[config.mk]
export PLATFORM = sky130hd
export DESIGN_NAME = sdram_prechg_tracker
export DESIGN_NICKNAME = d
export VERILOG_FILES = /design/src/rtl/prechg_pkg.sv /design/src/rtl/prechg_bank_timer.sv /design/src/rtl/prechg_bank_state.sv /design/src/rtl/prechg_ctrl.sv /design/src/rtl/sdram_prechg_tracker.sv
export SDC_FILE = /design/constraint.sdc
export NUM_CORES = 1
export LEC_CHECK = 0
export ABC_AREA = 0
export CORE_MARGIN = 5
export CORE_UTILIZATION = 29
export CTS_BUF_LIST = sky130_fd_sc_hd__clkbuf_4 sky130_fd_sc_hd__clkbuf_8 sky130_fd_sc_hd__clkbuf_16
export DETAILED_ROUTE_END_ITERATION = 10
export GPL_ROUTABILITY_DRIVEN = 0
export REMOVE_ABC_BUFFERS = 1
export SYNTH_ARGS = -nofsm -noshare
export SYNTH_HDL_FRONTEND = slang
export SYNTH_SLANG_ARGS = --single-unit
[constraint.sdc]
create_clock -name clk -period 5.9 [get_ports clk]
set_input_delay 1.18 -clock clk [delete_from_list [all_inputs] [get_ports clk]]
set_output_delay 1.18 -clock clk [all_outputs]
set_load 0.01 [all_outputs]
[src/rtl/prechg_pkg.sv]
package prechg_pkg;
  localparam int BANK_W    = 2;
  localparam int NUM_BANKS = 1 << BANK_W;

  localparam logic [2:0] OP_NONE    = 3'd0;
  localparam logic [2:0] OP_ACT     = 3'd1;
  localparam logic [2:0] OP_READ    = 3'd2;
  localparam logic [2:0] OP_WRITE   = 3'd3;
  localparam logic [2:0] OP_PRE_ONE = 3'd4;
  localparam logic [2:0] OP_PRE_ALL = 3'd5;

  // csN, rasN, casN, weN
  typedef struct packed {
    logic csN;
    logic rasN;
    logic casN;
    logic weN;
  } cmdPinsT;

  localparam cmdPinsT CMD_NOP   = '{csN: 1'b0, rasN: 1'b1, casN: 1'b1, weN: 1'b1};
  localparam cmdPinsT CMD_ACT   = '{csN: 1'b0, rasN: 1'b0, casN: 1'b1, weN: 1'b1};
  localparam cmdPinsT CMD_PRE   = '{csN: 1'b0, rasN: 1'b0, casN: 1'b1, weN: 1'b0};
  localparam cmdPinsT CMD_READ  = '{csN: 1'b0, rasN: 1'b1, casN: 1'b0, weN: 1'b1};
  localparam cmdPinsT CMD_WRITE = '{csN: 1'b0, rasN: 1'b1, casN: 1'b0, weN: 1'b0};

  // strobes from control to the bank-state datapath
  typedef struct packed {
    logic [NUM_BANKS-1:0] closeMask;
    logic [NUM_BANKS-1:0] openMask;
  } bankStrobeT;
endpackage

[src/rtl/prechg_bank_timer.sv]
module prechg_bank_timer #(
  parameter int TRP_W = 4
) (
  input  logic             clk,
  input  logic             rstN,
  input  logic             closeStb,
  input  logic             openStb,
  input  logic [TRP_W-1:0] loadVal,
  output logic             isOpen,
  output logic             isReady
);
  logic [TRP_W-1:0] cntQ;
  logic             openQ;

  always_ff @(posedge clk) begin
    if (!rstN) begin
      openQ <= 1'b0;
      cntQ  <= '0;
    end else if (closeStb) begin
      openQ <= 1'b0;
      cntQ  <= loadVal;
    end else begin
      if (openStb) openQ <= 1'b1;
      if (cntQ != '0) cntQ <= cntQ - 1'b1;
    end
  end

  assign isOpen  = openQ;
  assign isReady = !openQ && (cntQ == '0);

  // an accepted activation leaves the bank open and not ready
  p_open_after_act_r5: assert property (@(posedge clk) disable iff (!rstN)
    (openStb && !closeStb) |=> (isOpen && !isReady));

  // a precharge with a nonzero reload blocks reactivation next cycle
  p_reload_blocks_r9: assert property (@(posedge clk) disable iff (!rstN)
    (closeStb && loadVal != '0) |=> !isReady);

  // a precharge always leaves the bank closed
  p_close_r2: assert property (@(posedge clk) disable iff (!rstN)
    closeStb |=> !isOpen);
endmodule

[src/rtl/prechg_bank_state.sv]
module prechg_bank_state
  import prechg_pkg::*;
#(
  parameter int TRP_W = 4
) (
  input  logic                 clk,
  input  logic                 rstN,
  input  bankStrobeT           strobe,
  input  logic [TRP_W-1:0]     trpCycles,
  output logic [NUM_BANKS-1:0] bankOpen,
  output logic [NUM_BANKS-1:0] bankReady
);
  // reload one less than tRP so that ACTIVE lands exactly tRP after PRECHARGE
  logic [TRP_W-1:0] loadVal;
  assign loadVal = (trpCycles == '0) ? '0 : trpCycles - 1'b1;

  for (genvar b = 0; b < NUM_BANKS; b++) begin : g_bank
    prechg_bank_timer #(.TRP_W(TRP_W)) u_timer (
      .clk     (clk),
      .rstN    (rstN),
      .closeStb(strobe.closeMask[b]),
      .openStb (strobe.openMask[b]),
      .loadVal (loadVal),
      .isOpen  (bankOpen[b]),
      .isReady (bankReady[b])
    );
  end

  // control never opens more than one bank per cycle
  p_single_open_r6: assert property (@(posedge clk) disable iff (!rstN)
    $onehot0(strobe.openMask));
endmodule

[src/rtl/prechg_ctrl.sv]
module prechg_ctrl
  import prechg_pkg::*;
(
  input  logic                 clk,
  input  logic                 rstN,
  input  logic [2:0]           reqOp,
  input  logic [BANK_W-1:0]    reqBank,
  input  logic [NUM_BANKS-1:0] bankOpen,
  input  logic [NUM_BANKS-1:0] bankReady,
  output bankStrobeT           strobe,
  output cmdPinsT              cmdQ,
  output logic                 a10Q,
  output logic [BANK_W-1:0]    baQ,
  output logic                 errQ
);
  logic [NUM_BANKS-1:0] bankOh;
  cmdPinsT              cmdD;
  logic                 a10D;
  logic [BANK_W-1:0]    baD;
  logic                 errD;

  assign bankOh = NUM_BANKS'(1) << reqBank;

  always_comb begin
    strobe = '0;
    cmdD   = CMD_NOP;
    a10D   = 1'b0;
    baD    = '0;
    errD   = 1'b0;
    case (reqOp)
      OP_ACT: begin
        if (bankReady[reqBank]) begin
          strobe.openMask = bankOh;
          cmdD = CMD_ACT;
          baD  = reqBank;
        end else begin
          errD = 1'b1;
        end
      end
      OP_READ, OP_WRITE: begin
        if (bankOpen[reqBank]) begin
          cmdD = (reqOp == OP_READ) ? CMD_READ : CMD_WRITE;
          baD  = reqBank;
        end else begin
          errD = 1'b1;
        end
      end
      OP_PRE_ONE: begin
        strobe.closeMask = bankOh;
        cmdD = CMD_PRE;
        baD  = reqBank;
      end
      OP_PRE_ALL: begin
        strobe.closeMask = '1;
        cmdD = CMD_PRE;
        a10D = 1'b1;
      end
      default: ;
    endcase
  end

  always_ff @(posedge clk) begin
    if (!rstN) begin
      cmdQ <= CMD_NOP;
      a10Q <= 1'b0;
      baQ  <= '0;
      errQ <= 1'b0;
    end else begin
      cmdQ <= cmdD;
      a10Q <= a10D;
      baQ  <= baD;
      errQ <= errD;
    end
  end

  logic isActPin, isRwPin, isPrePin;
  assign isActPin = (cmdQ == CMD_ACT);
  assign isRwPin  = (cmdQ == CMD_READ) || (cmdQ == CMD_WRITE);
  assign isPrePin = (cmdQ == CMD_PRE);

  // ACTIVE only reaches the pins for a bank that was ready
  p_act_needs_ready_r5: assert property (@(posedge clk) disable iff (!rstN)
    isActPin |-> ($past(bankReady[reqBank]) && baQ == $past(reqBank)));

  // column commands only for an open bank
  p_rw_needs_open_r7: assert property (@(posedge clk) disable iff (!rstN)
    isRwPin |-> $past(bankOpen[reqBank]));

  // a rejected request drives no command
  p_err_quiet_r8: assert property (@(posedge clk) disable iff (!rstN)
    errQ |-> (cmdQ == CMD_NOP));

  // after an all-bank precharge no bank is open
  p_all_closed_r3: assert property (@(posedge clk) disable iff (!rstN)
    (isPrePin && a10Q) |-> (bankOpen == '0 && baQ == '0));
endmodule

[src/rtl/sdram_prechg_tracker.sv]
module sdram_prechg_tracker
  import prechg_pkg::*;
#(
  parameter int TRP_W = 4
) (
  input  logic                 clk,
  input  logic                 rstN,
  input  logic [2:0]           reqOp,
  input  logic [BANK_W-1:0]    reqBank,
  input  logic [TRP_W-1:0]     trpCycles,
  output logic                 csN,
  output logic                 rasN,
  output logic                 casN,
  output logic                 weN,
  output logic                 a10,
  output logic [BANK_W-1:0]    ba,
  output logic [NUM_BANKS-1:0] bankReady,
  output logic                 errPulse
);
  bankStrobeT           strobe;
  cmdPinsT              cmdQ;
  logic [NUM_BANKS-1:0] bankOpen;

  prechg_ctrl u_ctrl (
    .clk      (clk),
    .rstN     (rstN),
    .reqOp    (reqOp),
    .reqBank  (reqBank),
    .bankOpen (bankOpen),
    .bankReady(bankReady),
    .strobe   (strobe),
    .cmdQ     (cmdQ),
    .a10Q     (a10),
    .baQ      (ba),
    .errQ     (errPulse)
  );

  prechg_bank_state #(.TRP_W(TRP_W)) u_state (
    .clk      (clk),
    .rstN     (rstN),
    .strobe   (strobe),
    .trpCycles(trpCycles),
    .bankOpen (bankOpen),
    .bankReady(bankReady)
  );

  assign csN  = cmdQ.csN;
  assign rasN = cmdQ.rasN;
  assign casN = cmdQ.casN;
  assign weN  = cmdQ.weN;
endmodule

# Yosys cells after proc, flatten, opt, wreduce, memory -nomap -nowiden
# Index checks and enable logic that the tools add are counted.
dict set report totals {
  register_bits 28
  latchBits 0
  ramBits 0
  mem_bits_ro 0
  inputBits 11
  output_inout_bits 12
  word_cells 82
  mem_count 0
}
dict set report classes {
  n_addsub 5
  multipliers 0
  div_mod_pow 0
  order_cmp 1
  eq_ne 5
  n_shift 1
  mux 27
  bitwise 1
  reduce_logical 27
}
# operator count
set ops {}
lappend ops {{2-to-1 mux 4 bit} 12}
lappend ops {{zero test 4 bit} 5}
lappend ops {{subtractor 4 x 1 -> 4 bit (second input constant)} 5}
lappend ops {{nonzero test 4 bit} 4}
lappend ops {{case mux 4 bit (3 select lines)} 1}
lappend ops {{OR reduction 2 bit} 6}
lappend ops {{case mux 4 bit (2 select lines)} 1}
lappend ops {{nonzero test 2 bit} 4}
lappend ops {{== test 3 x 2 -> 1 bit (second input constant)} 2}
lappend ops {{== test 3 bit (second input constant)} 2}
lappend ops {{2-to-1 mux 1 bit} 6}
lappend ops {{case mux 2 bit (3 select lines)} 1}
lappend ops {{binary-select mux 1 bit (select 2 bit)} 2}
lappend ops {{logical AND 1 bit} 4}
lappend ops {{zero test 1 bit} 4}
lappend ops {{2-to-1 mux 2 bit} 2}
lappend ops {{<< shifter 1 x 2 -> 4 bit (first input constant)} 1}
lappend ops {{== test 3 x 1 -> 1 bit (second input constant)} 1}
lappend ops {{less-than comparator 2 x 3 -> 1 bit (second input constant)} 1}
lappend ops {{2-to-1 mux 3 bit} 1}
lappend ops {{case mux 1 bit (2 select lines)} 1}
lappend ops {{inverter 1 bit} 1}

# Depth between registers and ports, before layout
# Gate-level depths: netlist (run 1).
dict set report logic_depth {
  depth_word 6
  ltp_mapped 6
  depth_no_buf 6
}

# By module
# A second synthesis (run 1) with hierarchy kept.
dict set report hier_totals {
  cells_unflattened 206
  area_unflattened_um2 1705.4
}
# module n_inst cells_per_inst area_per_inst_um2 seq_area_each_um2
set by_module_without_submodules {}
lappend by_module_without_submodules {prechg_bank_timer 4 35 299.0 100.1}
lappend by_module_without_submodules {prechg_ctrl 1 56 455.4 140.1}
lappend by_module_without_submodules {prechg_bank_state 1 10 53.8 0.0}

# Least setup slack after synthesis (run 1)
# OpenSTA, ideal clock, no wires.
dict set report synth_timing {
  path_type {input to register}
  from {in reqBank[0]}
  to {reg u_state.g_bank[3].u_timer.openQ}
  setup_ns 0.069
  t_arrival_ns 2.584
  t_required_ns 5.831
  path_slack_ns 3.248
  cell_stages 4
  n_path_buf 1
  path_cell_list {clkbuf_1 > mux4_2 > or4_1 > o21ai_1}
}
dict set report synth_via {
  elab_chain_cells 4
  elab_cells_between_ends 7
  classes_between {shift (1); mux (5); reduce/logical (1)}
}
# item line
set synth_rtl {}
lappend synth_rtl {{start, declared} sdram_prechg_tracker.sv:9} ;# input logic [BANK_W-1:0] reqBank,
lappend synth_rtl {{binary-select mux 1 bit (select 2 bit)} prechg_ctrl.sv:32} ;# if (bankReady[reqBank]) begin
lappend synth_rtl {{2-to-1 mux 1 bit (implied by the code)} prechg_ctrl.sv:32}
lappend synth_rtl {{2-to-1 mux 4 bit} prechg_ctrl.sv:32}
lappend synth_rtl {{2-to-1 mux 4 bit} prechg_ctrl.sv:30} ;# case (reqOp)
lappend synth_rtl {{end signal, assigned} prechg_bank_timer.sv:17} ;# openQ <= 1'b0;
lappend synth_rtl {{end signal, assigned} prechg_bank_timer.sv:20} ;# openQ <= 1'b0;
lappend synth_rtl {{end signal, assigned} prechg_bank_timer.sv:23} ;# if (openStb) openQ <= 1'b1;
lappend synth_rtl {{end, declared} prechg_bank_timer.sv:13} ;# logic openQ;
# Parallel ways exist; a longest one is shown, timed or not. The select of a mux whose other input is x is not followed.
# A chain may end at the register's enable or synchronous reset.

# Worst setup path in the final report (run 1)
dict set report layout_timing {
  from {reg u_state.g_bank[2].u_timer.cntQ[0]}
  to {out bankReady[2]}
}
dict set report layout_via {
  elab_chain_cells 2
}
# item line
set layout_rtl {}
lappend layout_rtl {{start, declared} prechg_bank_timer.sv:12} ;# logic [TRP_W-1:0] cntQ;
lappend layout_rtl {{start signal, assigned} prechg_bank_timer.sv:21} ;# cntQ <= loadVal;
lappend layout_rtl {{start signal, assigned} prechg_bank_timer.sv:24} ;# if (cntQ != '0) cntQ <= cntQ - 1'b1;
lappend layout_rtl {{zero test 4 bit} prechg_bank_timer.sv:29} ;# assign isReady = !openQ && (cntQ == '0);
lappend layout_rtl {{logical AND 1 bit} prechg_bank_timer.sv:29}
lappend layout_rtl {{end, declared} sdram_prechg_tracker.sv:17} ;# output logic [NUM_BANKS-1:0] bankReady,
# No other way between the ends.

==> metrics.txt, run 1 <==
status=completed; R2R depth=6; area fraction of the dominant cell type after synthesis=between 30% and 40%; Setup CP Type=flip-flop to output pin; Hold/Removal Path Class=flip-flop to flip-flop; Reg-to-Reg Start=u_state.g_bank[2].u_timer.cntQ[0]; WP data arrival=2.00 ns; die area=0.00713 mm2; layout cells sized above 1=around 6.5%; first-pass GRT wire length=5890 um; synthesized area per cell=8.74 um2; via-per-instance ratio=about 4.6; Worst slew margin=between 50% and 60%; Max Buffers Root-to-Sink=2; via count=~1.3k; worst vdd ir=roughly 230 uV; antenna viol nets, final=0; wire length per cell=12.5 um; largest net degree at the start of global routing=28; # hold bufs at CTS=0; CTS tree=done; vias in the first global route=~1.2k; # setup viols final=0; # IOs=23; Tot Pwr=about 860 uW; IO buf count=21; P per Cell Area=roughly 450 mW/mm2; Final Hold Fails=0; P&R area growth vs syn=18.4%; maxcap violations=0; synth unique cells=35; max frequency=~0.31 GHz; largest cells by area after synthesis=dfxtp_1 34%, ha_1 6.2%, mux2i_1 6.2%, o211a_1 3.7%, nor2_1 3.7%; Mapped Area=between 0.0015 and 0.002 mm2; R2R Path End=u_state.g_bank[3].u_timer.isOpen; Total GRT Usage=around a tenth; RSZ-0062 raised after global routing=false; Die Y-Extent=84.5 um; layout net count=between 200 and 250; P_leak=0.826 nW; final worst hold slack=about 0.51 ns; Max Clock Skew=around 0.0046 ns; 1st-pass router iterations=4; Die X=~84 um; Setup TNS=0 ns; Filler Cells Inserted=565; type of origin of the critical path=flip-flop; CTS buffer count=3; YS warnings=0; Worst Tran Pin Value=between 0.6 and 0.7 ns; Worst EP required=approximately 4.7 ns; flop-to-flop setup slack=3.60 ns; Slew Limit Fails=0; register area share after synthesis=around a third; CP Max Fanout=3; Post-CTS Setup Repair Bufs=0; # rows=27; Final Cycle Share=between 50% and 60%; CTS sink cnt=27; CTS H-Tree Depth=1; Starting Density=slightly below 30%; cells after synthesis=approximately 180; Hold Crit Depth=2; initial antenna violation count=0; Yosys reg bits=27; number of DRC markers in iteration 0=roughly 120; grt ovf=0; HPWL after DPL=~2500 um; # diodes=0; DRT Wirelength=between 3000 and 4000 um; area leader, netlist=dfxtp_1; clock root cell=clkbuf_8; Hold Path End=u_state.g_bank[3].u_timer.isOpen; PostCTS Resize Cnt=0; clock latency on the worst-skew pair=~0.27 ns; Core Area=about 0.0054 mm2; critical path capture point type=output pin; Tmin final=3.18 ns; clock slew at the register clock pins of the worst setup and hold paths=~0.1 ns; Post-route DRC=0; HP Start=u_state.g_bank[3].u_timer.isOpen
==> worst max-delay path, stage by stage (launching register included) <==
cell	delay, ns
dfxtp_1	0.32
inv_1	0.10
ha_1	0.18
or4b_1	0.51
inv_1	0.08
clkdlybuf4s50_1	0.53
==> synthesized netlist by cell type <==
library cell	number
dfxtp_1	27
nor2_1	16
inv_1	13
mux2i_1	10
nand2_1	9
ha_1	8
nor2b_1	8
nor3_1	7
o21ai_0	7
clkbuf_1	6
o211a_1	6
o21a_1	6
buf_4	5
xnor2_1	5
and2_1	4
and3_1	4
nand3_1	4
nand3b_1	4
o21ai_1	4
or4b_1	4
a21oi_1	3
mux2_2	3
xor2_1	3
a21boi_0	2
mux4_2	2
nand2b_1	2
nor3b_1	2
or3_1	2
or3b_2	2
a21o_1	1
and3b_1	1
conb_1	1
o31a_1	1
or2_2	1
or4_1	1
==> logic make-up after synthesis <==
kind of cell | Yosys count | share of synthesized area, %
AND/OR/NAND/NOR | 71 | 24.8
AO/OA/AOI/OAI | 30 | 12.8
other | 1 | 0.233
adder cells (fa/ha/maj) | 8 | 6.23
XOR/XNOR | 8 | 4.36
flip-flops | 27 | 33.6
buffers and inverters | 24 | 6.77
multiplexers | 15 | 11.1
==> stage by stage <==
step | area (um2) | utilization, % | worst slack (ns) | std cells
global route | 1900 | 35.0 | 2.61 | 271
detailed placement | 1860 | 34.1 | 2.76 | 267
CTS | 1900 | 35.0 | 2.69 | 271
floorplan | 1550 | - | 3.59 | 173
global placement | 1860 | 34.1 | 2.77 | 267
finish | 1900 | 35.0 | 2.72 | 271
==> report_power, final <==
group	switching [mW]	leakage (nW)	total (mW)	internal, mW
sequential	0.0408	0.222	0.276	0.235
combinational	0.211	0.582	0.473	0.262
clock	0.0602	0.0217	0.108	0.0479
==> flip-flops by register name (all words and copies together) (netlist names) <==
| register | cells |
|---|---|
| u_ctrl.a10Q | 1 |
| u_ctrl.baQ | 2 |
| u_ctrl.cmdQ | 3 |
| u_ctrl.errQ | 1 |
| u_state.g_bank.u_timer.cntQ | 16 |
| u_state.g_bank.u_timer.isOpen | 4 |
==> layer usage <==
layer / global-route usage (%) / up-vias / part of all wire, %
met1: 14.0 / 570 / 51
met5: 0 / - / 0
met2: 16.2 / 24 / 44
li1: - / 656 / -
met3: 2.45 / 2 / 4.4
met4: 1.73 / 0 / 0.44
==> layout by cell type (no fill, tap or decap), drive strengths merged, types with 5 or more instances in the layout <==
cell	instances
clkdlybuf4s50	21
dfxtp	27
ha	8
inv	13
mux2i	10
nand2	9
nor2	16
nor2b	8
nor3	7
o211a	6
o21a	6
o21ai	11
xnor2	5
==> worst max-delay path by stage <==
stage / to / startpoint / depth (start not counted) / slack [ns]
floorplan: u_state.g_bank[3].u_timer.isOpen / reqBank[0] / 3 / 3.59
global placement: u_state.g_bank[3].u_timer.isOpen / reqBank[0] / 4 / 2.77
detailed placement: u_state.g_bank[3].u_timer.isOpen / reqBank[0] / 4 / 2.76
CTS: bankReady[2] / u_state.g_bank[2].u_timer.cntQ[0] / 5 / 2.69
global route: bankReady[2] / u_state.g_bank[2].u_timer.cntQ[0] / 5 / 2.61
finish: bankReady[2] / u_state.g_bank[2].u_timer.cntQ[0] / 5 / 2.72
==> area by class of cell <==
cell class / instances / area [um2] / share of cell area [%]
Multi-Input combinational cell: 133 / 958 / 50.3
Clock inverter: 1 / 7.51 / 0.394
Timing Repair Buffer: 22 / 218 / 11.4
Inverter: 13 / 48.8 / 2.56
Clock buffer: 3 / 41.3 / 2.17
Sequential cell: 27 / 541 / 28.4
Tap cell: 72 / 90.1 / 4.73
(Power assumes the default switching activity.)
==> inputs of run 2 (changes only) <==
==> constraint.sdc (replaced) <==
create_clock -name clk -period 3.1 [get_ports clk]
set_input_delay 0.62 -clock clk [delete_from_list [all_inputs] [get_ports clk]]
set_output_delay 0.62 -clock clk [all_outputs]
set_load 0.01 [all_outputs]
==> run 2 against run 1 <==
  * Critical endpoint unchanged
  * Routed wire length is 0.59% higher
  * Non-clock buffer count unchanged
  * Hold slack lost 0.0047 ns
  * Sequential power up 90%
  * Die area stayed put
==> metrics.txt, run 2 (synthesis gave the netlist of run 1 again) <==
status=completed (unchanged); CP Max Fanout=3 (unchanged); fin worst setup slack=0.476 ns (was 2.72 ns); Largest Register=u_state.g_bank.u_timer.cntQ (unchanged); Post-route DRC=0 (unchanged); die area=0.00713 mm2 (unchanged); first-pass GRT wire length=5800 um (was 5890 um); layout cells sized above 1=6.53% (unchanged); Post-CTS Setup Repair Bufs=0 (unchanged); sw frac=36.6% (was 36.4%); commonest non-fill, non-tap cell in the layout=dfxtp_1 (unchanged); Total GRT Usage=9.74% (was 10.1%); Net Sw Power=599 uW (was 312 uW); PostCTS Resize Cnt=0 (unchanged); CTS H-Tree Depth=1 (unchanged); antenna viol nets, final=0 (unchanged); P_leak=0.826 nW (unchanged); worst vdd ir=283 uV (was 230 uV); P per Cell Area=860 mW/mm2 (was 450 mW/mm2); via count=1284 (was 1252); number of DRC markers in iteration 0=134 (was 116); Worst EP required=2.48 ns (was 4.72 ns); sequential cell fraction of total power=32.1% (was 32.2%); type of origin of the critical path=flip-flop (unchanged); # rows=27 (unchanged); critical path capture point type=output pin (unchanged); pre-CTS setup slack=0.517 ns (was 2.76 ns); maxcap violations=0 (unchanged); Die Y-Extent=84.5 um (unchanged); IO buf count=21 (unchanged); clock slew at the register clock pins of the worst setup and hold paths=0.10 ns (about the same); most frequent cells in the layout=27 x dfxtp_1, 21 x clkdlybuf4s50_1, 16 x nor2_1, 13 x inv_1, 10 x mux2i_1 (unchanged); CTS buffer count=3 (unchanged); Setup CP Type=flip-flop to output pin (unchanged); Final Hold Fails=0 (unchanged); CTS sink cnt=27 (unchanged); Worst slew margin=60.5% (was 59.2%); wire length per cell=12.5 um (about the same); DRT Wirelength=3390 um (was 3370 um); GR peak layer=met2 (unchanged); CTS tree=done (unchanged); Starting Density=29.6% (unchanged); clock latency on the worst-skew pair=0.27 ns (about the same); met2 usage=15.1% (was 16.2%); Die X=84.5 um (unchanged); Logic pwr share=55.4% (was 55.2%); fin cells=271 (unchanged); WP data arrival=2.00 ns (about the same); # setup viols final=0 (unchanged); Tmin final=between 2 and 3 ns; sequence of cells on the critical path=inv_1 > ha_1 > or4b_1 > inv_1 > clkdlybuf4s50_1 (unchanged); initial antenna violation count=0 (unchanged); max FFs per register=16 (unchanged); grt ovf=0 (unchanged); CP bufs+invs=3 (unchanged); via-per-instance ratio=4.74 (was 4.62); Worst path max stage delay=0.53 ns (about the same); internal cell power=1.04 mW (was 545 uW); Worst Tran Pin Value=0.589 ns (was 0.608 ns); Final Cycle Share=between 80% and 90%; Max Clock Skew=0.00440 ns (was 0.00463 ns); largest net degree at the start of global routing=27 (was 28); HPWL after DPL=2550 um (was 2480 um); max frequency=0.381 GHz; Setup TNS=0 ns (unchanged); cell repeated most along the worst path=inv_1 (unchanged); M3 GR Usage=2.45% (unchanged); slowest CP cell=clkdlybuf4s50_1 (unchanged); Max Buffers Root-to-Sink=2 (unchanged); fin util=35.0% (unchanged); # hold bufs at CTS=0 (unchanged); Core Area=0.00544 mm2 (unchanged); vias in the first global route=1182 (was 1227); Clock Power Share=12.6% (about the same); layout net count=219 (unchanged); cell family with most CP delay=buffers and inverters (unchanged); 1st-pass router iterations=4 (unchanged); met1 GRT Util=13.9% (was 14.0%); # IOs=23 (unchanged); P&R area growth vs syn=18.4% (unchanged); Hold/Removal Path Class=flip-flop to flip-flop (unchanged); RSZ-0062 raised after global routing=false (unchanged); Slew Limit Fails=0 (unchanged); # diodes=0 (unchanged); clock root cell=clkbuf_8 (unchanged); placed cell count=267 (unchanged)
run 2: cell counts in the layout (fill, tap and decap cells not counted):
No cell type changed its count.
run 2: worst paths after layout:
kind / startpoint / slack [ns] / cells past startpoint / endpoint
max: u_state.g_bank[2].u_timer.cntQ[0] / 0.48 / 5 / bankReady[2]
min: u_state.g_bank[3].u_timer.isOpen / 0.50 / 2 / u_state.g_bank[3].u_timer.isOpen
max reg2reg: u_state.g_bank[2].u_timer.cntQ[0] / 0.77 / 6 / u_state.g_bank[3].u_timer.isOpen
min reg2reg: u_state.g_bank[3].u_timer.isOpen / 0.50 / 2 / u_state.g_bank[3].u_timer.isOpen
run 2: layer usage:
| metal | vias up | wire, um |
|---|---|---|
| met5 | - | 0 |
| met4 | 0 | 15 |
| met3 | 2 | 161 |
| met2 | 31 | 1500 |
| met1 | 596 | 1720 |
| li1 | 655 | - |
run 2: per-stage QoR:
stage	power, mW	area [um2]	hold slack, ns
floorplan	1.19	1550	0.445
global placement	1.43	1860	0.484
detailed placement	1.44	1860	0.489
CTS	1.66	1900	0.504
global route	1.79	1900	0.538
finish	1.64	1900	0.505
run 2: layout make-up:
| type | instances | area (um2) |
|---|---|---|
| Sequential cell | 27 | 541 |
| Clock buffer | 3 | 41.3 |
| Inverter | 13 | 48.8 |
| Clock inverter | 1 | 7.51 |
| Fill cell | 556 | 3530 |
| Tap cell | 72 | 90.1 |
| Timing Repair Buffer | 22 | 218 |
| Multi-Input combinational cell | 133 | 958 |
run 2: power by group through the flow:
stage               Clock [mW]  Combinational, mW  Sequential [mW]
floorplan                    0              0.675            0.516
global placement             0              0.898            0.531
detailed placement           0              0.913            0.531
CTS                      0.218              0.919            0.524
global route             0.228               1.02            0.538
finish                   0.206              0.907            0.525
run 2: worst min-delay path, cell delays in order, from the launching register on:
cell	delay, ns
dfxtp_1	0.35
nand2_1	0.07
o21ai_1	0.05
==> inputs of run 3 (changes only) <==
==> constraint.sdc (replaced) <==
create_clock -name clk -period 2.35 [get_ports clk]
set_input_delay 0.47 -clock clk [delete_from_list [all_inputs] [get_ports clk]]
set_output_delay 0.47 -clock clk [all_outputs]
set_load 0.01 [all_outputs]
==> run 3 against run 2 <==
  * Register-to-register slack got worse by 0.64 ns
  * Clock-buffer cell count unchanged
  * Routed wire length increased by 2.5%
  * Sequential share of layout area decreased by 0.87 points
  * Sequential power increased by 33%
  * Cell area increased by 3.2%
  * Critical path type is now flip-flop to flip-flop
==> metrics.txt, run 3 (synthesis gave the netlist of run 1 again) <==
status=completed (unchanged); Slew Limit Fails=0 (unchanged); max frequency=roughly 0.45 GHz; placed cell area=0.00191 mm2 (was 0.00186 mm2); DRT Wirelength=3480 um (was 3390 um); # IOs=23 (unchanged); # diodes=0 (unchanged); Tmin final=roughly 2.2 ns; Tot Pwr=2.20 mW (was 1.64 mW); Worst path max stage delay=0.50 ns (was 0.53 ns); RSZ-0062 raised after global routing=false (unchanged); critical path capture point type=flip-flop (was output pin); CTS buffer count=3 (unchanged); slowest CP cell=or4b_4 (was clkdlybuf4s50_1); Largest Register=u_state.g_bank.u_timer.cntQ (unchanged); first-pass GRT wire length=6000 um (was 5800 um); R2R Path End=u_state.g_bank[3].u_timer.isOpen (unchanged); P&R area growth vs syn=22.2% (was 18.4%); Clock Power Share=12.3% (was 12.6%); 1st-pass router iterations=4 (unchanged); sequential cell fraction of total power=31.7% (was 32.1%); beginning of the critical path=u_state.g_bank[1].u_timer.cntQ[0] (was u_state.g_bank[2].u_timer.cntQ[0]); commonest non-fill, non-tap cell in the layout=dfxtp_1 (unchanged); most frequent cells in the layout=27 x dfxtp_1, 17 x clkdlybuf4s50_1, 16 x nor2_1, 13 x inv_1, 10 x mux2i_1 (was 27 x dfxtp_1, 21 x clkdlybuf4s50_1, 16 x nor2_1, 13 x inv_1, 10 x mux2i_1); Die X=84.5 um (unchanged); cell family with most CP delay=simple AND/OR/NAND/NOR gates (was buffers and inverters); CTS H-Tree Depth=1 (unchanged); Total GRT Usage=10.3% (was 9.74%); P per Cell Area=1120 mW/mm2 (was 860 mW/mm2); IO buf count=21 (unchanged); maxcap violations=0 (unchanged); CP bufs+invs=1 (was 3); Net Sw Power=798 uW (was 599 uW); via-per-instance ratio=4.72 (was 4.74); layout net count=226 (was 219); largest net degree at the start of global routing=27 (unchanged); WP data arrival=2.43 ns (was 2.00 ns); grt ovf=0 (unchanged); initial antenna violation count=0 (unchanged); die area=0.00713 mm2 (unchanged); Max Clock Skew=0.00450 ns (was 0.00440 ns); layout cells sized above 1=11.7% (was 6.53%); Max Buffers Root-to-Sink=2 (unchanged); Die Y-Extent=84.5 um (unchanged); Setup CP Type=flip-flop to flip-flop (was flip-flop to output pin); Hold Crit Depth=2 (unchanged); vias in the first global route=1285 (was 1182); clock latency on the worst-skew pair=0.28 ns (was 0.27 ns); via count=1311 (was 1284); # setup viols final=0 (unchanged); sequence of cells on the critical path=inv_1 > ha_1 > or4b_4 > mux4_2 > or4_1 > o21ai_1 (was inv_1 > ha_1 > or4b_1 > inv_1 > clkdlybuf4s50_1); internal cell power=1.40 mW (was 1.04 mW); clock root cell=clkbuf_8 (unchanged); type of origin of the critical path=flip-flop (unchanged); worst vdd ir=293 uV (was 283 uV); P_leak=0.876 nW (was 0.826 nW); flop-to-flop setup slack=0.13 ns (was 0.77 ns); Reg-to-Reg Start=u_state.g_bank[1].u_timer.cntQ[0] (was u_state.g_bank[2].u_timer.cntQ[0]); Worst slew margin=62.7% (was 60.5%); HPWL after DPL=2580 um (was 2550 um); Hold Path End=u_state.g_bank[3].u_timer.isOpen (unchanged); Setup TNS=0 ns (unchanged); R2R depth=6 (unchanged); Post-route DRC=0 (unchanged); CP Max Fanout=3 (unchanged); Final Hold Fails=0 (unchanged); sw frac=36.3% (was 36.6%); max FFs per register=16 (unchanged); HP Start=u_state.g_bank[3].u_timer.isOpen (unchanged); Worst Tran Pin Value=0.555 ns (was 0.589 ns); clock slew at the register clock pins of the worst setup and hold paths=0.09 ns (was 0.10 ns); final instance area=0.00196 mm2 (was 0.00190 mm2); CTS tree=done (unchanged); Post-CTS Setup Repair Bufs=0 (unchanged); antenna viol nets, final=0 (unchanged); Worst EP required=2.57 ns (was 2.48 ns); Starting Density=29.6% (unchanged); wire length per cell=12.5 um (about the same); CTS sink cnt=27 (unchanged); Logic pwr share=55.9% (was 55.4%); Final Cycle Share=between 90% and 100%; # rows=27 (unchanged); number of DRC markers in iteration 0=42 (was 134); Core Area=0.00544 mm2 (unchanged); final worst hold slack=0.495 ns (was 0.505 ns); Hold/Removal Path Class=flip-flop to flip-flop (unchanged)
-- run 3: cell count changes in the layout (fill, tap and decap cells not counted) --
| cell | change |
|---|---|
| clkinvlp_4 | -1 |
| dlygate4sd2_1 | +4 |
| buf_4 | +7 |
| clkdlybuf4s50_1 | -4 |
| or4b_4 | +4 |
| clkinv_2 | +1 |
| or4b_1 | -4 |
-- run 3: through the flow --
stage | utilization, % | setup WS, ns | std cells
after floorplan | - | 0.231 | 173
after global placement | 35.1 | 0.0725 | 274
after detailed placement | 35.1 | 0.0708 | 274
after CTS | 36.1 | 0.147 | 278
after global routing | 36.1 | 0.00596 | 278
final | 36.1 | 0.132 | 278
-- run 3: per-layer routing --
layer / track usage [%] / vias up / routed length [um]
met1: 13.2 / 614 / 1700
met5: 0 / - / 0
li1: - / 668 / -
met4: 3.88 / 0 / 51
met2: 17.2 / 25 / 1580
met3: 1.96 / 4 / 144
-- run 3: final cells by class --
type                    count  area (um2)
clock buffers               3        41.3
clock inverters             1        5.00
fillers                   574        3470
inverters                  13        48.8
multi-input cells         133         973
flip-flops and latches     27         541
well taps                  72        90.1
repair buffers             29         265
-- run 3: worst max-delay path by stage --
stage	endpoint	cells after the start	slack, ns
floorplan	u_state.g_bank[3].u_timer.isOpen	6	0.23
global placement	u_state.g_bank[3].u_timer.isOpen	4	0.07
detailed placement	u_state.g_bank[3].u_timer.isOpen	4	0.07
CTS	u_state.g_bank[3].u_timer.isOpen	6	0.15
global route	u_state.g_bank[3].u_timer.isOpen	6	0.006
finish	u_state.g_bank[3].u_timer.isOpen	6	0.13
-- run 3: what timing repair did --
| item | CTS | global route |
|---|---|---|
| hold buffers | 0 | 0 |
| setup endpoints to repair | 4 | 0 |
| resized for setup | 8 | 0 |
-- run 3: power by group through the flow --
stage | sequential [mW] | clock, mW | combinational, mW
after global placement | 0.700 | 0 | 1.22
after CTS | 0.696 | 0.282 | 1.24
after floorplan | 0.681 | 0 | 0.891
final | 0.697 | 0.271 | 1.23
after detailed placement | 0.701 | 0 | 1.23
after global routing | 0.720 | 0.298 | 1.39
-- run 3: worst min-delay path, stage by stage, from the launching register on --
cell     delay (ns)
dfxtp_1        0.35
nand2_1        0.06
o21ai_1        0.05
